## config.mk

```make
export PLATFORM = sky130hd
export DESIGN_NAME = period_capture
export DESIGN_NICKNAME = d
export VERILOG_FILES = /design/src/rtl/pc_pkg.sv /design/src/rtl/pc_free_counter.sv /design/src/rtl/pc_sync_filter.sv /design/src/rtl/pc_capture_fsm.sv /design/src/rtl/period_capture.sv
export SDC_FILE = /design/constraint.sdc
export NUM_CORES = 1
export LEC_CHECK = 0
export ABC_CLOCK_PERIOD_IN_PS = 2700
export BUFFER_PORTS_ARGS = -buffer_cell sky130_fd_sc_hd__buf_2
export CAP_MARGIN = 40
export CELL_PAD_IN_SITES_DETAIL_PLACEMENT = 0
export CELL_PAD_IN_SITES_GLOBAL_PLACEMENT = 2
export CORE_ASPECT_RATIO = 1.2
export CORE_MARGIN = 2
export CORE_UTILIZATION = 35
export CTS_CLUSTER_DIAMETER = 200
export DETAILED_ROUTE_END_ITERATION = 7
export PLACE_DENSITY_LB_ADDON = 0.05
export SLEW_MARGIN = 5
export SYNTH_ARGS = -nofsm -noshare
export SYNTH_HDL_FRONTEND = slang
export SYNTH_SLANG_ARGS = --single-unit
```

## constraint.sdc

```tcl
create_clock -name clk_i -period 2.7 [get_ports clk_i]
set_input_delay 0 -clock clk_i [delete_from_list [all_inputs] [get_ports clk_i]]
set_output_delay 0 -clock clk_i [all_outputs]
set_load 0.02 [all_outputs]
```

## src/rtl/pc_pkg.sv

```systemverilog
package pc_pkg;
  typedef enum logic [1:0] {
    ST_IDLE  = 2'd0,
    ST_START = 2'd1,
    ST_STOP  = 2'd2,
    ST_DONE  = 2'd3
  } cap_step_e;
endpackage

```

## src/rtl/pc_free_counter.sv

```systemverilog
module pc_free_counter #(
  parameter int CNT_W = 32
) (
  input  logic             clk_i,
  input  logic             rst_ni,
  output logic [CNT_W-1:0] cnt_o
);
  logic [CNT_W-1:0] cnt_q;

  always_ff @(posedge clk_i or negedge rst_ni) begin
    if (!rst_ni) cnt_q <= '0;
    else         cnt_q <= cnt_q + 1'b1;
  end

  assign cnt_o = cnt_q;

  assert_cnt_step_R9: assert property (@(posedge clk_i) disable iff (!rst_ni)
    rst_ni |=> cnt_q == CNT_W'($past(cnt_q) + 1'b1));
endmodule

```

## src/rtl/pc_sync_filter.sv

```systemverilog
module pc_sync_filter #(
  parameter int SYNC     = 2,
  parameter int DIV      = 4,
  parameter int FILT_LEN = 8
) (
  input  logic clk_i,
  input  logic rst_ni,
  input  logic sig_i,
  output logic rise_o
);
  localparam int DIV_W = (DIV > 1) ? $clog2(DIV) : 1;
  localparam int RUN_W = $clog2(FILT_LEN);

  logic [SYNC-1:0]  sync_q;
  logic             synced;
  logic             sample_en;
  logic             filt_q;
  logic             edge_q;
  logic [RUN_W-1:0] run_q;

  always_ff @(posedge clk_i or negedge rst_ni) begin
    if (!rst_ni) sync_q <= '0;
    else         sync_q <= {sync_q[SYNC-2:0], sig_i};
  end
  assign synced = sync_q[SYNC-1];

  generate
    if (DIV > 1) begin : g_div
      logic [DIV_W-1:0] div_q;
      always_ff @(posedge clk_i or negedge rst_ni) begin
        if (!rst_ni)                          div_q <= '0;
        else if (div_q == DIV_W'(DIV - 1))    div_q <= '0;
        else                                  div_q <= div_q + 1'b1;
      end
      assign sample_en = (div_q == DIV_W'(DIV - 1));
    end else begin : g_nodiv
      assign sample_en = 1'b1;
    end
  endgenerate

  // level flips only after FILT_LEN disagreeing samples in a row
  always_ff @(posedge clk_i or negedge rst_ni) begin
    if (!rst_ni) begin
      filt_q <= 1'b0;
      run_q  <= '0;
      edge_q <= 1'b0;
    end else begin
      edge_q <= 1'b0;
      if (sample_en) begin
        if (synced == filt_q) begin
          run_q <= '0;
        end else if (run_q == RUN_W'(FILT_LEN - 1)) begin
          filt_q <= synced;
          run_q  <= '0;
          edge_q <= synced;
        end else begin
          run_q <= run_q + 1'b1;
        end
      end
    end
  end

  assign rise_o = edge_q;

  assert_filt_hold_R7: assert property (@(posedge clk_i) disable iff (!rst_ni)
    !sample_en |=> $stable(filt_q));
  assert_rise_only_R8: assert property (@(posedge clk_i) disable iff (!rst_ni)
    edge_q |-> (filt_q && !$past(filt_q)));
endmodule

```

## src/rtl/pc_capture_fsm.sv

```systemverilog
module pc_capture_fsm
  import pc_pkg::*;
#(
  parameter int CNT_W = 32
) (
  input  logic             clk_i,
  input  logic             rst_ni,
  input  logic             arm_i,
  input  logic             rise_i,
  input  logic [CNT_W-1:0] cnt_i,
  output logic             done_o,
  output logic [CNT_W-1:0] period_o
);
  cap_step_e        step_q;
  logic [CNT_W-1:0] start_q;
  logic [CNT_W-1:0] stop_q;

  always_ff @(posedge clk_i or negedge rst_ni) begin
    if (!rst_ni) begin
      step_q  <= ST_IDLE;
      start_q <= '0;
      stop_q  <= '0;
    end else if (arm_i) begin
      step_q <= ST_START;
    end else if (rise_i) begin
      unique case (step_q)
        ST_START: begin start_q <= cnt_i; step_q <= ST_STOP; end
        ST_STOP:  begin stop_q  <= cnt_i; step_q <= ST_DONE; end
        default:  ;
      endcase
    end
  end

  assign done_o   = (step_q == ST_DONE);
  // modular subtract == adding 2^CNT_W when stop < start
  assign period_o = stop_q - start_q;

  assert_idle_hold_R1: assert property (@(posedge clk_i) disable iff (!rst_ni)
    (step_q == ST_IDLE && !arm_i) |=> (step_q == ST_IDLE && $stable(start_q)));
  assert_arm_R2: assert property (@(posedge clk_i) disable iff (!rst_ni)
    arm_i |=> (step_q == ST_START && !done_o));
  assert_start_cap_R3: assert property (@(posedge clk_i) disable iff (!rst_ni)
    (step_q == ST_START && rise_i && !arm_i) |=>
      (step_q == ST_STOP && start_q == $past(cnt_i)));
  assert_stop_cap_R4: assert property (@(posedge clk_i) disable iff (!rst_ni)
    (step_q == ST_STOP && rise_i && !arm_i) |=>
      (done_o && stop_q == $past(cnt_i)));
  assert_done_hold_R5: assert property (@(posedge clk_i) disable iff (!rst_ni)
    (done_o && !arm_i) |=> (done_o && $stable(period_o)));
endmodule

```

## src/rtl/period_capture.sv

```systemverilog
module period_capture #(
  parameter int CNT_W    = 32,
  parameter int SYNC     = 2,
  parameter int DIV      = 4,
  parameter int FILT_LEN = 8
) (
  input  logic             clk_i,
  input  logic             rst_ni,
  input  logic             arm_i,
  input  logic             sig_i,
  output logic             done_o,
  output logic [CNT_W-1:0] period_o
);
  logic             rise;
  logic [CNT_W-1:0] cnt;

  pc_sync_filter #(.SYNC(SYNC), .DIV(DIV), .FILT_LEN(FILT_LEN)) u_filt (
    .clk_i (clk_i),
    .rst_ni(rst_ni),
    .sig_i (sig_i),
    .rise_o(rise)
  );

  pc_free_counter #(.CNT_W(CNT_W)) u_cnt (
    .clk_i (clk_i),
    .rst_ni(rst_ni),
    .cnt_o (cnt)
  );

  pc_capture_fsm #(.CNT_W(CNT_W)) u_fsm (
    .clk_i   (clk_i),
    .rst_ni  (rst_ni),
    .arm_i   (arm_i),
    .rise_i  (rise),
    .cnt_i   (cnt),
    .done_o  (done_o),
    .period_o(period_o)
  );

  assert_period_wrap_R6: assert property (@(posedge clk_i) disable iff (!rst_ni)
    (done_o && !arm_i) |=> done_o && period_o == $past(period_o));
endmodule

```

==> results by group, run 1 <==
Critical path
  – Kind of critical path: reg -> out
  – Arrival time worst endpoint: 2.85 ns
  – Crit-path max FO: 5
  – CP Launch Point: u_fsm.start_q[0]
  – Data required time of the critical path: 2.70 ns
  – Endpoint type of the worst setup path: output pin
  – Crit path launch type: register
  – R2r startpoint: u_cnt.cnt_o[10]

Die
  – Die Area: 18,200 um2
  – Starting density of the core: 0.356
  – CORE AREA: 16,800 um2
  – FP Rows: 52
  – Die width: 123 um
  – Io pins: 37
  – Die Ht: 147 um

Global routing
  – Global route total overflow: 0
  – Number of global-route vias before repair: 4,626
  – Maximum number of pins on one net before global-route repair: 63
  – Gr usage total: 0.172
  – Initial antenna violation count: 0
  – First-pass GRT wire length: 24,400 um

Logic synthesis
  – Prevailing post-synth register cell: dfrtp_1
  – Syn Nets: 639
  – Area share of the largest cell type after synthesis: 0.448
  – Synth Area in Adders: 0.0765
  – Synthesized area per cell: 9.99 um2
  – Synth Instances: 599
  – Complex-gate fraction of the synthesized area: 0.147
  – Synth cell count leaders: dfrtp_1, nand2_1, o21ai_0, inv_1, xnor2_1
  – Simple-gate share of the synthesized area: 0.131
  – Synth Register Bits: 107
  – Main combinational cell family by area after synthesis: compound AO/OA/AOI/OAI gates
  – Post-synth cell types: 55
  – Synth warn: 0
  – Area leader, netlist: dfrtp_1
  – Sequential area share after synthesis: 0.448
  – Post-synthesis xor/xnor area fraction: 0.0908
  – Multiplexer area fraction after synthesis: 0.0640
  – Synth area leaders: dfrtp_1, ha_1, mux2_2, xnor2_1, o21ai_0
  – Post-synth EDFFs: 0
  – Synth Cell Area: 5980 um2
  – Asr flop ratio synth: 1.00
  – Count leader, synth: dfrtp_1

Clock tree
  – Root Driver: clkbuf_16
  – Clock latency on the worst-skew pair: 0.35 ns
  – CTS H-tree depth: 3
  – Total CTS buffers: 9
  – TritonCTS clock tree: done
  – Num Clock Sinks: 107
  – Clock slew at reported path FFs: 0.07 ns
  – Clock tree buffer depth: 2

Final layout
  – Reg area: 2680 um2
  – Ant. Diodes: 0
  – Final Util: 0.437
  – Area occupied by multi-input gates: 3380 um2
  – Final nets: 698
  – Filler cells: 1,650
  – Layout cells sized above 1: 0.267
  – Synthesis-to-finish area growth: 22.6%
  – Non-filler cells, final: 879

Drt
  – Detailed-route via count: 4,485
  – Residual DRC count: 0
  – Number of DRC markers in iteration 0: 209
  – TritonRoute pass-1 iters: 4
  – Final WL: 14,500 um
  – Routed Antenna Nets: 0
  – WL/cell: 16.5 um
  – DR vias/cell: 5.10

Hold path
  – Min-delay worst type: in -> async

Power and ir drop
  – Switching share of power: 0.226
  – Cell Int Power: 2.44 mW
  – Pleak: 3.60 nW
  – Logic gate share of total power: 0.037
  – NetSw: 0.711 mW
  – Clock power share: 0.448
  – Pwr/cell area: 429 nW/um2
  – Sequential power share: 0.515
  – Peak supply drop: 0.252 mV

STA
  – Count of final setup violators: 10
  – Min Hold Slack: 0.0892 ns
  – Minimum clock period: 2.85 ns
  – Period utilization: 1.05
  – RSZ-0062 raised after global routing: yes
  – Worst setup margin: -0.146 ns
  – Count of pins over their slew limit: 0
  – Max Clk Rate: 351 MHz
  – Clock Skews: 0.00841 ns
  – Slew margin rel.: 0.628
  – Hold Vio Cnt, Final: 0
  – Slew @ Worst Pin: 0.555 ns

Flow run
  – Max cap viols: 0

Placement
  – Place WS: 0.0162 ns
  – Port bufs: 36
  – Placer Congestion: 0.799
  – # placed instances: 850
  – DPL Wire Length: 10,600 um

Outcome
  – Failing checks: negative setup slack
  – Status: complete, but fails checks
==> flip-flops by register name, indices dropped and copies added (netlist names) <==
signal,count
u_filt.sync_q,2
u_filt.run_q,3
u_fsm.stop_q,32
u_filt.g_div.div_q,2
u_fsm.start_q,32
u_fsm.step_q,2
u_cnt.cnt_o,32
u_filt.filt_q,1
u_filt.rise_o,1
==> per-layer routing <==
| layer | vias up | GRT usage | routed length (um) |
|---|---|---|---|
| li1 | 2201 | - | - |
| met1 | 2200 | 0.239 | 6750 |
| met2 | 76 | 0.278 | 7090 |
| met3 | 8 | 0.0314 | 523 |
| met4 | 0 | 0.0415 | 138 |
| met5 | - | 0 | 0 |
==> cell families (layout without fill, tap and decap cells) <==
kind of cell / after synthesis / count (layout)
buf+inv: 67 / 131
fa+ha+maj: 36 / 36
compound gates: 139 / 139
simple gates: 154 / 154
xor+xnor: 62 / 62
flops: 107 / 107
mux: 34 / 34
==> placed cells by master (no fill, tap or decap), types with 4 or more instances in the layout <==
master and n:
nand4_1 10, o211ai_1 4, a21o_1 17, o21a_1 7, a21oi_2 4, o21bai_1 5, a21oi_1 23, xnor2_1 41
ha_1 24, ha_4 6, buf_2 19, nand3_1 19, nor2_1 26, dfrtp_1 107, o21ai_0 43, nand2_1 60
buf_4 46, o21ai_2 4, nor2b_1 4, and3_2 4, and3_1 5, clkbuf_16 9, mux2_2 34, xor2_1 20
inv_1 40, ha_2 5
==> power by group through the flow <==
stage	clock network [mW]	registers [mW]	logic, mW
after floorplan	0	1.65	0.0480
after global placement	0	1.65	0.108
after detailed placement	0	1.65	0.111
after CTS	1.47	1.62	0.119
after global routing	1.54	1.62	0.133
final	1.41	1.62	0.117
==> area by class of cell <==
class,instances,area share
well taps,216,0.0368
clock inverters,5,0.00938
clock buffers,11,0.0344
repair buffers,72,0.0714
multi-input cells,425,0.461
inverters,43,0.0220
flip-flops and latches,107,0.365
==> repair_timing <==
action | 4_1_cts | 5_1_grt
gates resized for setup | 44 | 40
pin swaps | 14 | 20
setup buffers | 5 | 6
setup endpoints to repair | 20 | 19
hold buffers | 3 | 0
hold endpoints to repair | 110 | 0
==> critical path, stage by stage, from the launching register on <==
cell and delay, ns:
dfrtp_1 0.41, ha_4 0.17, fa_2 0.34, nand2b_4 0.16
a211oi_4 0.23, o211ai_2 0.16, a21oi_2 0.24, a311oi_4 0.16
buf_4 0.17, o21ai_2 0.14, xor2_1 0.16, buf_4 0.16
==> metrics by stage <==
stage                     power, mW  instance area, um2  setup TNS, ns
after floorplan                1.70                5980              0
after global placement         1.76                6560              0
after detailed placement       1.76                6560              0
after CTS                      3.21                7120          -1.39
after global routing           3.30                7340          -2.62
final                          3.15                7340         -0.562
==> path summary, 6_finish.rpt <==
| path | endpoint | slack [ns] | depth (start not counted) |
|---|---|---|---|
| worst max-delay path | period_o[26] | -0.15 | 11 |
| worst min-delay path | u_fsm.start_q[16] | 0.09 | 2 |
| worst max register to register | u_cnt.cnt_o[31] | 0.64 | 7 |
| worst min register to register | u_filt.sync_q[1] | 0.36 | 0 |
| max in group asynchronous | u_cnt.cnt_o[5] | 1.97 | 3 |
| min in group clk_i | u_filt.sync_q[0] | 0.29 | 2 |
No activity file was read; power rests on OpenSTA's default activity.
==> run 2, diff against run 1 <==
Settings changed: ABC_AREA from default to 1.
==> results by group, run 2 <==
Clock tree
  – Resized cells post-CTS: 0
  – Num Clock Sinks: 107
  – Post-CTS setup buffers: 0
  – CTS H-tree depth: 3
  – Clock slew at reported path FFs: 0.08 ns
  – TritonCTS clock tree: done
  – Clock latency on the worst-skew pair: 0.35 ns
  – Root Driver: clkbuf_16
  – Total CTS buffers: 9
  – Clock tree buffer depth: 2

Critical path
  – Crit-path max FO: 3
  – R2r startpoint: u_cnt.cnt_o[0]
  – CP Launch Point: u_fsm.stop_q[0]
  – R2R Setup Slk: 0.91 ns
  – R2R cell count: 5
  – Endpoint type of the worst setup path: output pin
  – Critical R2R Capture: u_cnt.cnt_o[28]
  – Kind of critical path: reg -> out
  – Arrival time worst endpoint: 2.44 ns
  – Data required time of the critical path: 2.70 ns
  – CP endpoint: period_o[28]
  – Crit path launch type: register

STA
  – Max Clk Rate: 409 MHz
  – Period utilization: 0.905
  – Clock Skews: 0.00888 ns
  – Slew @ Worst Pin: 0.675 ns
  – Setup tns final: 0 ns
  – Minimum clock period: 2.44 ns
  – Count of pins over their slew limit: 0
  – RSZ-0062 raised after global routing: no
  – Count of final setup violators: 0
  – Slew margin rel.: 0.550
  – Hold Vio Cnt, Final: 0

Logic synthesis
  – Area share of the largest cell type after synthesis: 0.393
  – Synthesized area per cell: 7.05 um2
  – Synth Instances: 965
  – Area leader, netlist: dfrtp_1
  – Count leader, synth: nand2_1
  – Synth area leaders: dfrtp_1, nand2_1, inv_1, ha_1, xor2_1
  – Multiplexer area fraction after synthesis: 0
  – Post-synthesis xor/xnor area fraction: 0.0592
  – Synth Cell Area: 6810 um2
  – Post-synth cell types: 30
  – Syn Nets: 1,005
  – Post-synth EDFFs: 0
  – Sequential area share after synthesis: 0.393
  – Synth warn: 0
  – Simple-gate share of the synthesized area: 0.292
  – Asr flop ratio synth: 1.00
  – Synth cell count leaders: nand2_1, inv_1, dfrtp_1, o21ai_0, nor2_1
  – Synth Register Bits: 107
  – Main combinational cell family by area after synthesis: simple AND/OR/NAND/NOR gates
  – Synth Area in Adders: 0.0673
  – Prevailing post-synth register cell: dfrtp_1
  – Complex-gate fraction of the synthesized area: 0.0732

Final layout
  – Commonest non-fill, non-tap cell in the layout: nand2_1
  – Layout cells sized above 1: 0.0722
  – Non-filler cells, final: 1,267
  – Most frequent cells in the layout: nand2_1, inv_1, dfrtp_1
  – Synthesis-to-finish area growth: 12.0%
  – Final nets: 1,046
  – Ant. Diodes: 0

Die
  – Die width: 131 um
  – Die Ht: 157 um
  – Die Area: 20,600 um2
  – CORE AREA: 19,000 um2
  – FP Rows: 55
  – Io pins: 37
  – Starting density of the core: 0.358

Drt
  – DR vias/cell: 4.39
  – TritonRoute pass-1 iters: 5
  – Final WL: 16,900 um
  – Number of DRC markers in iteration 0: 244
  – Routed Antenna Nets: 0
  – Detailed-route via count: 5,568
  – WL/cell: 13.4 um
  – Residual DRC count: 0

Power and ir drop
  – Peak supply drop: 0.310 mV
  – Pwr/cell area: 391 nW/um2
  – Pleak: 4.15 nW
  – Total power: 2.98 mW

Outcome
  – Status: complete, no violations

Placement
  – DPL Wire Length: 13,700 um
  – # placed instances: 1,248
  – Port bufs: 36
  – Placer Congestion: 0.759

Hold path
  – Min-delay worst type: in -> async

Global routing
  – Initial antenna violation count: 0
  – First-pass GRT wire length: 28,500 um
  – Number of global-route vias before repair: 5,598
  – Gr usage total: 0.174
  – Global route total overflow: 0
  – Maximum number of pins on one net before global-route repair: 65

Flow run
  – Max cap viols: 0
==> run 2: where the power goes <==
group | leakage (nW) | switching (mW) | total [mW] | internal (mW)
clock | 0.142 | 0.635 | 1.29 | 0.652
combinational | 2.55 | 0.0606 | 0.0834 | 0.0229
sequential | 1.46 | 0.00345 | 1.61 | 1.61
==> run 2: worst min-delay path by stage <==
stage                     startpoint                    end  cells past startpoint
after global placement        rst_ni  u_filt.g_div.div_q[1]                      1
after floorplan               rst_ni         u_cnt.cnt_o[0]                      0
after CTS                     rst_ni  u_filt.g_div.div_q[1]                      2
after global routing           sig_i       u_filt.sync_q[0]                      2
after detailed placement      rst_ni  u_filt.g_div.div_q[1]                      1
final                         rst_ni          u_filt.rise_o                      2
==> run 2: final cells by class <==
type | count | area [um2]
fillers | 2121 | 11400
clock inverters | 7 | 70.1
multi-input cells | 649 | 3340
flip-flops and latches | 107 | 2680
clock buffers | 9 | 225
repair buffers | 42 | 248
well taps | 256 | 320
inverters | 197 | 739
==> run 2: logic make-up (layout without fill, tap and decap cells) <==
group	Yosys count	after routing
buf+inv	209	255
xor+xnor	46	46
compound gates	97	97
simple gates	470	470
flops	107	107
fa+ha+maj	36	36
==> run 2: critical path: stages (launching register included) <==
cell	delay, ns
dfrtp_1	0.36
inv_1	0.05
ha_1	0.22
fa_1	0.43
inv_1	0.11
nand3_1	0.07
nand3_1	0.14
nand3_1	0.09
nand3_1	0.19
nand2_1	0.10
nand2_1	0.08
nand2_1	0.04
nand2_1	0.05
buf_2	0.15
==> run 2: metal layers <==
metal  wire length, um  share of wire  track usage
met5                 0              0            0
met4               430          0.025       0.0652
met3               284          0.017       0.0155
met2              7480           0.44        0.280
met1              8740           0.52        0.244
==> run 2: repair_timing <==
action                                 4_1_cts  5_1_grt
hold buffers                                 3        0
endpoints found under the hold margin       55        0
setup endpoints to repair                    0        0
==> run 2: metrics by stage <==
| stage | utilization | instance area (um2) | setup WS [ns] | hold slack (ns) |
|---|---|---|---|---|
| global route | 0.401 | 7620 | 0.0391 | 0.281 |
| floorplan | - | 6810 | 0.915 | -0.296 |
| CTS | 0.401 | 7620 | 0.215 | 0.253 |
| finish | 0.401 | 7620 | 0.257 | 0.220 |
| detailed placement | 0.384 | 7300 | 0.614 | 0.0896 |
| global placement | 0.384 | 7300 | 0.630 | 0.0890 |
